$ cat src/rtl/dac_pkg.sv
package dac_pkg;
  typedef enum logic [2:0] {
    ST_IDLE,
    ST_TURN,
    ST_FIRST,
    ST_BEAT,
    ST_PRECH
  } dac_state_e;
endpackage

$ cat src/rtl/dac_seq.sv
module dac_seq
  import dac_pkg::*;
#(
  parameter int BURST_LEN  = 4,
  parameter int PRECH_CLKS = 2,
  localparam int BW = (BURST_LEN > 1) ? $clog2(BURST_LEN) : 1,
  localparam int PW = (PRECH_CLKS > 2) ? $clog2(PRECH_CLKS) : 1
) (
  input  logic          clk_i,
  input  logic          rst_ni,
  input  logic          req_i,
  input  logic          rd_i,
  input  logic          burst_i,
  input  logic          bus_inv_i,
  output dac_state_e    st_o,
  output logic [BW-1:0] beat_o,
  output logic          accept_o,
  output logic          ras_want_o,
  output logic          cas_act_o,
  output logic          we_act_o
);
  localparam logic [BW-1:0] LAST_BURST = BW'(BURST_LEN - 1);
  localparam logic [PW-1:0] PRECH_LOAD = PW'(PRECH_CLKS - 2);

  dac_state_e    st_q, st_n;
  logic [BW-1:0] beat_q, beat_n;
  logic [PW-1:0] prch_q, prch_n;
  logic          abort_q, abort_n;
  logic          rd_q, rd_n;
  logic          burst_q, burst_n;
  logic          lastrd_q, lastrd_n;
  logic [BW-1:0] last_beat;

  assign last_beat = burst_q ? LAST_BURST : '0;

  always_comb begin
    st_n     = st_q;
    beat_n   = beat_q;
    prch_n   = prch_q;
    abort_n  = abort_q;
    rd_n     = rd_q;
    burst_n  = burst_q;
    lastrd_n = lastrd_q;
    accept_o = 1'b0;
    unique case (st_q)
      ST_IDLE: begin
        if (req_i) begin
          accept_o = 1'b1;
          rd_n     = rd_i;
          burst_n  = burst_i;
          st_n     = (!rd_i && lastrd_q) ? ST_TURN : ST_FIRST;
        end
      end
      ST_TURN: st_n = ST_FIRST;
      ST_FIRST: begin
        abort_n = bus_inv_i;
        beat_n  = '0;
        st_n    = ST_BEAT;
      end
      ST_BEAT: begin
        if (beat_q == last_beat) begin
          st_n     = ST_PRECH;
          prch_n   = PRECH_LOAD;
          abort_n  = 1'b0;
          lastrd_n = rd_q && !abort_q;
        end else begin
          beat_n = beat_q + 1'b1;
        end
      end
      ST_PRECH: begin
        if (prch_q == '0) st_n = ST_IDLE;
        else              prch_n = prch_q - 1'b1;
      end
      default: st_n = ST_IDLE;
    endcase
  end

  always_ff @(posedge clk_i or negedge rst_ni) begin
    if (!rst_ni) begin
      st_q     <= ST_IDLE;
      beat_q   <= '0;
      prch_q   <= '0;
      abort_q  <= 1'b0;
      rd_q     <= 1'b1;
      burst_q  <= 1'b0;
      lastrd_q <= 1'b0;
    end else begin
      st_q     <= st_n;
      beat_q   <= beat_n;
      prch_q   <= prch_n;
      abort_q  <= abort_n;
      rd_q     <= rd_n;
      burst_q  <= burst_n;
      lastrd_q <= lastrd_n;
    end
  end

  assign st_o       = st_q;
  assign beat_o     = beat_q;
  assign ras_want_o = (st_q == ST_FIRST) || (st_q == ST_BEAT);
  assign cas_act_o  = (st_q == ST_BEAT) && !abort_q;
  assign we_act_o   = cas_act_o && !rd_q;

  AST_TURN_AFTER_READ: assert property (@(posedge clk_i) disable iff (!rst_ni)
    (st_q == ST_IDLE && req_i && !rd_i && lastrd_q) |=> (st_q == ST_TURN))
    else $error("write after read skipped turnaround");

  AST_BEAT_FOLLOWS_FIRST: assert property (@(posedge clk_i) disable iff (!rst_ni)
    (st_q == ST_FIRST) |=> (st_q == ST_BEAT && beat_q == '0))
    else $error("first clock not followed by beat 0");
endmodule

$ cat src/rtl/dac_ras_drv.sv
module dac_ras_drv (
  input  logic clk_i,
  input  logic rst_ni,
  input  logic ras_want_i,
  output logic ras_n_o
);
  logic ras_n_q;

  always_ff @(negedge clk_i or negedge rst_ni) begin
    if (!rst_ni) ras_n_q <= 1'b1;
    else         ras_n_q <= !ras_want_i;
  end

  assign ras_n_o = ras_n_q;
endmodule

$ cat src/rtl/dac_addr_mux.sv
module dac_addr_mux
  import dac_pkg::*;
#(
  parameter int MA_W = 10,
  parameter int BW   = 2
) (
  input  logic            clk_i,
  input  logic            rst_ni,
  input  logic            accept_i,
  input  logic [2*MA_W-1:0] addr_i,
  input  dac_state_e      st_i,
  input  logic [BW-1:0]   beat_i,
  output logic [MA_W-1:0] ma_o
);
  logic [MA_W-1:0] row_q, row_n;
  logic [MA_W-1:0] col_q, col_n;

  always_comb begin
    row_n = row_q;
    col_n = col_q;
    if (accept_i) begin
      row_n = addr_i[2*MA_W-1:MA_W];
      col_n = addr_i[MA_W-1:0];
    end
  end

  always_ff @(posedge clk_i or negedge rst_ni) begin
    if (!rst_ni) begin
      row_q <= '0;
      col_q <= '0;
    end else begin
      row_q <= row_n;
      col_q <= col_n;
    end
  end

  assign ma_o = (st_i == ST_BEAT) ? (col_q + MA_W'(beat_i)) : row_q;
endmodule

$ cat src/rtl/dram_abort_ctrl.sv
module dram_abort_ctrl
  import dac_pkg::*;
#(
  parameter int MA_W       = 10,
  parameter int BURST_LEN  = 4,
  parameter int PRECH_CLKS = 2,
  localparam int BW = (BURST_LEN > 1) ? $clog2(BURST_LEN) : 1,
  localparam int HW = $clog2(PRECH_CLKS + 1)
) (
  input  logic              clk_i,
  input  logic              rst_ni,
  input  logic              req_i,
  input  logic              rd_i,
  input  logic              burst_i,
  input  logic [2*MA_W-1:0] addr_i,
  input  logic              bus_inv_i,
  output logic              rdy_o,
  output logic              ras_n_o,
  output logic              cas_n_o,
  output logic              we_n_o,
  output logic [MA_W-1:0]   ma_o
);
  dac_state_e    st;
  logic [BW-1:0] beat;
  logic          accept, ras_want, cas_act, we_act;

  dac_seq #(.BURST_LEN(BURST_LEN), .PRECH_CLKS(PRECH_CLKS)) u_seq (
    .clk_i(clk_i), .rst_ni(rst_ni), .req_i(req_i), .rd_i(rd_i),
    .burst_i(burst_i), .bus_inv_i(bus_inv_i), .st_o(st), .beat_o(beat),
    .accept_o(accept), .ras_want_o(ras_want), .cas_act_o(cas_act),
    .we_act_o(we_act)
  );

  dac_ras_drv u_ras (
    .clk_i(clk_i), .rst_ni(rst_ni), .ras_want_i(ras_want), .ras_n_o(ras_n_o)
  );

  dac_addr_mux #(.MA_W(MA_W), .BW(BW)) u_mux (
    .clk_i(clk_i), .rst_ni(rst_ni), .accept_i(accept), .addr_i(addr_i),
    .st_i(st), .beat_i(beat), .ma_o(ma_o)
  );

  assign cas_n_o = !cas_act;
  assign rdy_o   = cas_act;
  assign we_n_o  = !we_act;

  // rising-edge count of row-strobe-high clocks, saturating, for the gap check
  logic [HW-1:0] hi_q, hi_n;
  always_comb begin
    hi_n = hi_q;
    if (!ras_n_o)                     hi_n = '0;
    else if (hi_q != HW'(PRECH_CLKS)) hi_n = hi_q + 1'b1;
  end
  always_ff @(posedge clk_i or negedge rst_ni) begin
    if (!rst_ni) hi_q <= HW'(PRECH_CLKS);
    else         hi_q <= hi_n;
  end

  AST_PRECH_GAP: assert property (@(posedge clk_i) disable iff (!rst_ni)
    $fell(ras_n_o) |-> (hi_q >= HW'(PRECH_CLKS)))
    else $error("row precharge too short");

  AST_CAS_INSIDE_RAS: assert property (@(posedge clk_i) disable iff (!rst_ni)
    !cas_n_o |-> !ras_n_o)
    else $error("column strobe without row strobe");

  AST_ABORT_SILENT: assert property (@(posedge clk_i) disable iff (!rst_ni)
    ($past(st == ST_FIRST) && $past(bus_inv_i)) |-> (cas_n_o && !rdy_o && we_n_o))
    else $error("cancelled cycle produced a strobe");

  AST_WE_WITH_CAS: assert property (@(posedge clk_i) disable iff (!rst_ni)
    !we_n_o |-> !cas_n_o)
    else $error("write enable outside a column beat");
endmodule

$ cat config.mk
export PLATFORM = sky130hd
export DESIGN_NAME = dram_abort_ctrl
export DESIGN_NICKNAME = d
export VERILOG_FILES = /design/src/rtl/dac_pkg.sv /design/src/rtl/dac_seq.sv /design/src/rtl/dac_ras_drv.sv /design/src/rtl/dac_addr_mux.sv /design/src/rtl/dram_abort_ctrl.sv
export SDC_FILE = /design/constraint.sdc
export NUM_CORES = 1
export LEC_CHECK = 0
export BUFFER_PORTS_ARGS = -buffer_cell sky130_fd_sc_hd__buf_4
export CORE_ASPECT_RATIO = 1.1
export CORE_MARGIN = 1
export CORE_UTILIZATION = 35
export CTS_BUF_LIST = sky130_fd_sc_hd__clkbuf_4
export CTS_CLUSTER_DIAMETER = 120
export DETAILED_ROUTE_END_ITERATION = 8
export MAX_ROUTING_LAYER = met4
export PLACE_DENSITY_LB_ADDON = 0.1
export SYNTH_ARGS = -nofsm -noshare
export SYNTH_HDL_FRONTEND = slang
export SYNTH_SLANG_ARGS = --single-unit
$ cat constraint.sdc
create_clock -name clk_i -period 2.7 [get_ports clk_i]
set_clock_uncertainty 0.1 [all_clocks]
set_input_delay 0.405 -clock clk_i [delete_from_list [all_inputs] [get_ports clk_i]]
set_output_delay 0.405 -clock clk_i [all_outputs]
set_load 0.05 [all_outputs]
==> flow_summary_export.csv <==
group,metric,value,unit
finish,fillerInstances,399,
worst_setup_path,cp-start-kind,"flop",
sta,max_slew_margin,68.0,%
floorplanning,rows,25,
route,dr_total_vias,1271,
worst_setup_path,max_stage_delay,0.52,ns
worst_setup_path,cp.depth,1,
placed_design,place_area,1940,µm²
finish,final_nets,223,
cts,cts_made_buffers,5,
cts,clockBufferDepth,2,
grt,grt_pass1_wl,5940,µm
synthesis,synth_edf_count,0,
route,drt_iter0_drc,73,
worst_setup_path,crit_type,"flop to output port",
placed_design,globalplace.congestion,0.769,
worst_setup_path,cp_slowest_cell,"dfstp_2",
hold_path,hp-class,"primary input to flop",
synthesis,synth_nets,172,
grt,use_met3,4.30,%
synthesis,postSynthAreaPerCell,10.9,µm²
worst_setup_path,end_kind,"output port",
grt,grt_busiest_layer,"met2",
floorplanning,die_area,4710,µm²
finish,area_delta_synth_final,34.6,%
worst_setup_path,cp.required,2.19,ns
synthesis,synth_top_family_by_area,"simple AND/OR/NAND/NOR gates",
cts,clock_sinks,30,
grt,met1_usage,20.2,%
worst_setup_path,reg2regPathDepth,2,
grt,antenna_found_initial,0,
floorplanning,io_pins,40,
synthesis,yosysWarnings,0,
synthesis,syn_area,1550,µm²
synthesis,yosys.area_share.xor_xnor,1.13,%
finish,final_area,2090,µm²
cts,worstSkewPairLatency,0.32,ns
floorplanning,coreArea,4290,µm²
grt,track_usage,17.4,%
cts,cts_root_buf,"clkbuf_4",
cts,cts_tree,"yes",
finish,drive_gt1_share,45.1,%
synthesis,ys_async_sr_fraction,100,%
floorplanning,die_w,65.5,µm
sta,fin_ws,-0.182,ns
grt,use_met2,28.2,%
route,drt-total-wl,3550,µm
route,avgRoutedWirePerCell,14.3,µm
synthesis,synthAdderAreaFrac,2.90,%
sta,hold_ws,0.180,ns
sta,hold_violations,0,
placed_design,dpl.hpwl,2550,µm
grt,grt_max_degree,30,
synthesis,synth_cells,143,
grt,overflow,0,
synthesis,ys.flop_type,"dfrtp_1",
worst_setup_path,crit_buf_inv,1,
status,violations,"negative setup slack",
hold_path,whs_path_depth,3,
sta,tightestPinTransition,0.480,ns
sta,finalMaxSlewViolations,0,
sta,setup_viol,3,
synthesis,synthSimpleGateAreaFrac,16.5,%
sta,rsz0062_at_grt,"yes",
grt,first_global_vias,1275,
route,ant_nets,0,
worst_setup_path,cp.arrival,2.38,ns
cts,htree_levels,2,
synthesis,synth-compound-area-share,11.7,%
worst_setup_path,crit_chain,"buf_8",
finish,insertedDiodeCount,0,
synthesis,ys_ff_latch,30,
floorplanning,chipHeight,71.9,µm
cts,clk_pin_slew,0.10,ns
floorplanning,start_util,36.2,%
worst_setup_path,crit_family,"flip-flops",
route,via_per_inst,5.10,
flow_run,drv_cap,0,
synthesis,synth_mux_area_share,14.5,%
status,status,"finished with violations",
route,first_pass_iters,4,
worst_setup_path,critPathMaxFanout,1,
synthesis,ys_seq_area_share,48.5,%
sta,finalSetupTns,-0.263,ns
route,drc_errors,0,
placed_design,port_buffers,39,
synthesis,ys_types,34,
-- cell families (layout without fill, tap and decap cells) --
family / Yosys count / count (layout)
AOI/OAI and AO/OA: 29 / 29
xor gates and xnor gates: 2 / 2
adders and majority gates: 3 / 3
buffers and inverters: 15 / 67
DFF: 30 / 30
muxes: 20 / 20
and+or+nand+nor: 44 / 44
-- metal layers --
metal	vias to the layer above	wire length (µm)
li1	622	-
met1	610	1450
met2	31	1900
met3	8	140
met4	0	68
met5	-	0
-- flip-flops by register name (all words and copies together), names as in the netlist --
signal and count:
u_seq.lastrd_q 1, u_seq.st_o 3, u_ras.ras_n_o 1, u_seq.abort_q 1, u_mux.row_q 10, u_seq.burst_q 1, u_mux.col_q 10, u_seq.beat_o 2
u_seq.rd_q 1
-- synth_stat cells, drive strengths merged (2+ instances only) --
cell type,number,area [µm²]
o211ai,2,15.0
mux2,20,225
inv,10,37.5
xor2,2,17.5
nand2b,2,12.5
a211oi,2,15.0
nand2,14,52.6
nor2,5,18.8
or3,4,25.0
nand3b,2,15.0
a31oi,5,31.3
o31ai,2,15.0
dfstp,2,52.6
o21ai,10,50.1
dfrtp,28,701
ha,2,25.0
nand3,5,25.0
a21oi,4,20.0
or4,4,30.0
o32ai,2,17.5
buf,4,32.5
-- layout by cell type, fill, tap and decap left out, drive strengths merged, types with 5 or more instances in the layout --
cell    synthesis  final
nor2            5      5
clkbuf          1      5
mux2           20     20
nand2          14     14
a31oi           5      5
inv            10     12
buf             4     48
o21ai          10     10
nand3           5      5
dfrtp          28     28
-- per-stage QoR --
| stage | utilization [%] | worst slack, ns | std cells |
|---|---|---|---|
| 5_1_grt | 48.8 | -0.221 | 249 |
| 2_1_floorplan | - | -0.00382 | 143 |
| 3_3_place_gp | 45.2 | 0.168 | 238 |
| 6_report | 48.8 | -0.182 | 249 |
| 4_1_cts | 47.4 | -0.196 | 248 |
| 3_5_place_dp | 45.2 | 0.144 | 238 |
-- worst paths after layout --
check / startpoint / to / slack (ns)
min reg2reg: u_mux.row_q[0] / u_mux.row_q[0] / 0.42
min: addr_i[1] / u_mux.col_q[1] / 0.18
max in group asynchronous: rst_ni / u_ras.ras_n_o / 0.71
min in group asynchronous: rst_ni / u_mux.row_q[1] / 0.53
max reg2reg: u_seq.st_o[2] / u_ras.ras_n_o / 0.33
max: u_ras.ras_n_o / ras_n_o / -0.18
-- what timing repair did --
item	4_1_cts	5_1_grt
endpoints found under the setup margin	6	5
hold buffers	1	0
gates resized for setup	9	8
setup buffers	1	1
hold endpoints to repair	13	0
pin swaps	2	3
-- final cells by class --
class / count / area (µm²) / share of cell area (%)
timing repair buffer: 49 / 393 / 18.8
multi-input combinational: 98 / 788 / 37.7
clock inverter: 4 / 16.3 / 0.778
sequential: 30 / 753 / 36.0
inverter: 9 / 33.8 / 1.62
tap: 54 / 67.6 / 3.23
clock buffer: 5 / 37.5 / 1.80
Power is left out: the tool's default activity adds up to more than one toggle a clock period on the data nets, which glitch-free logic cannot reach.
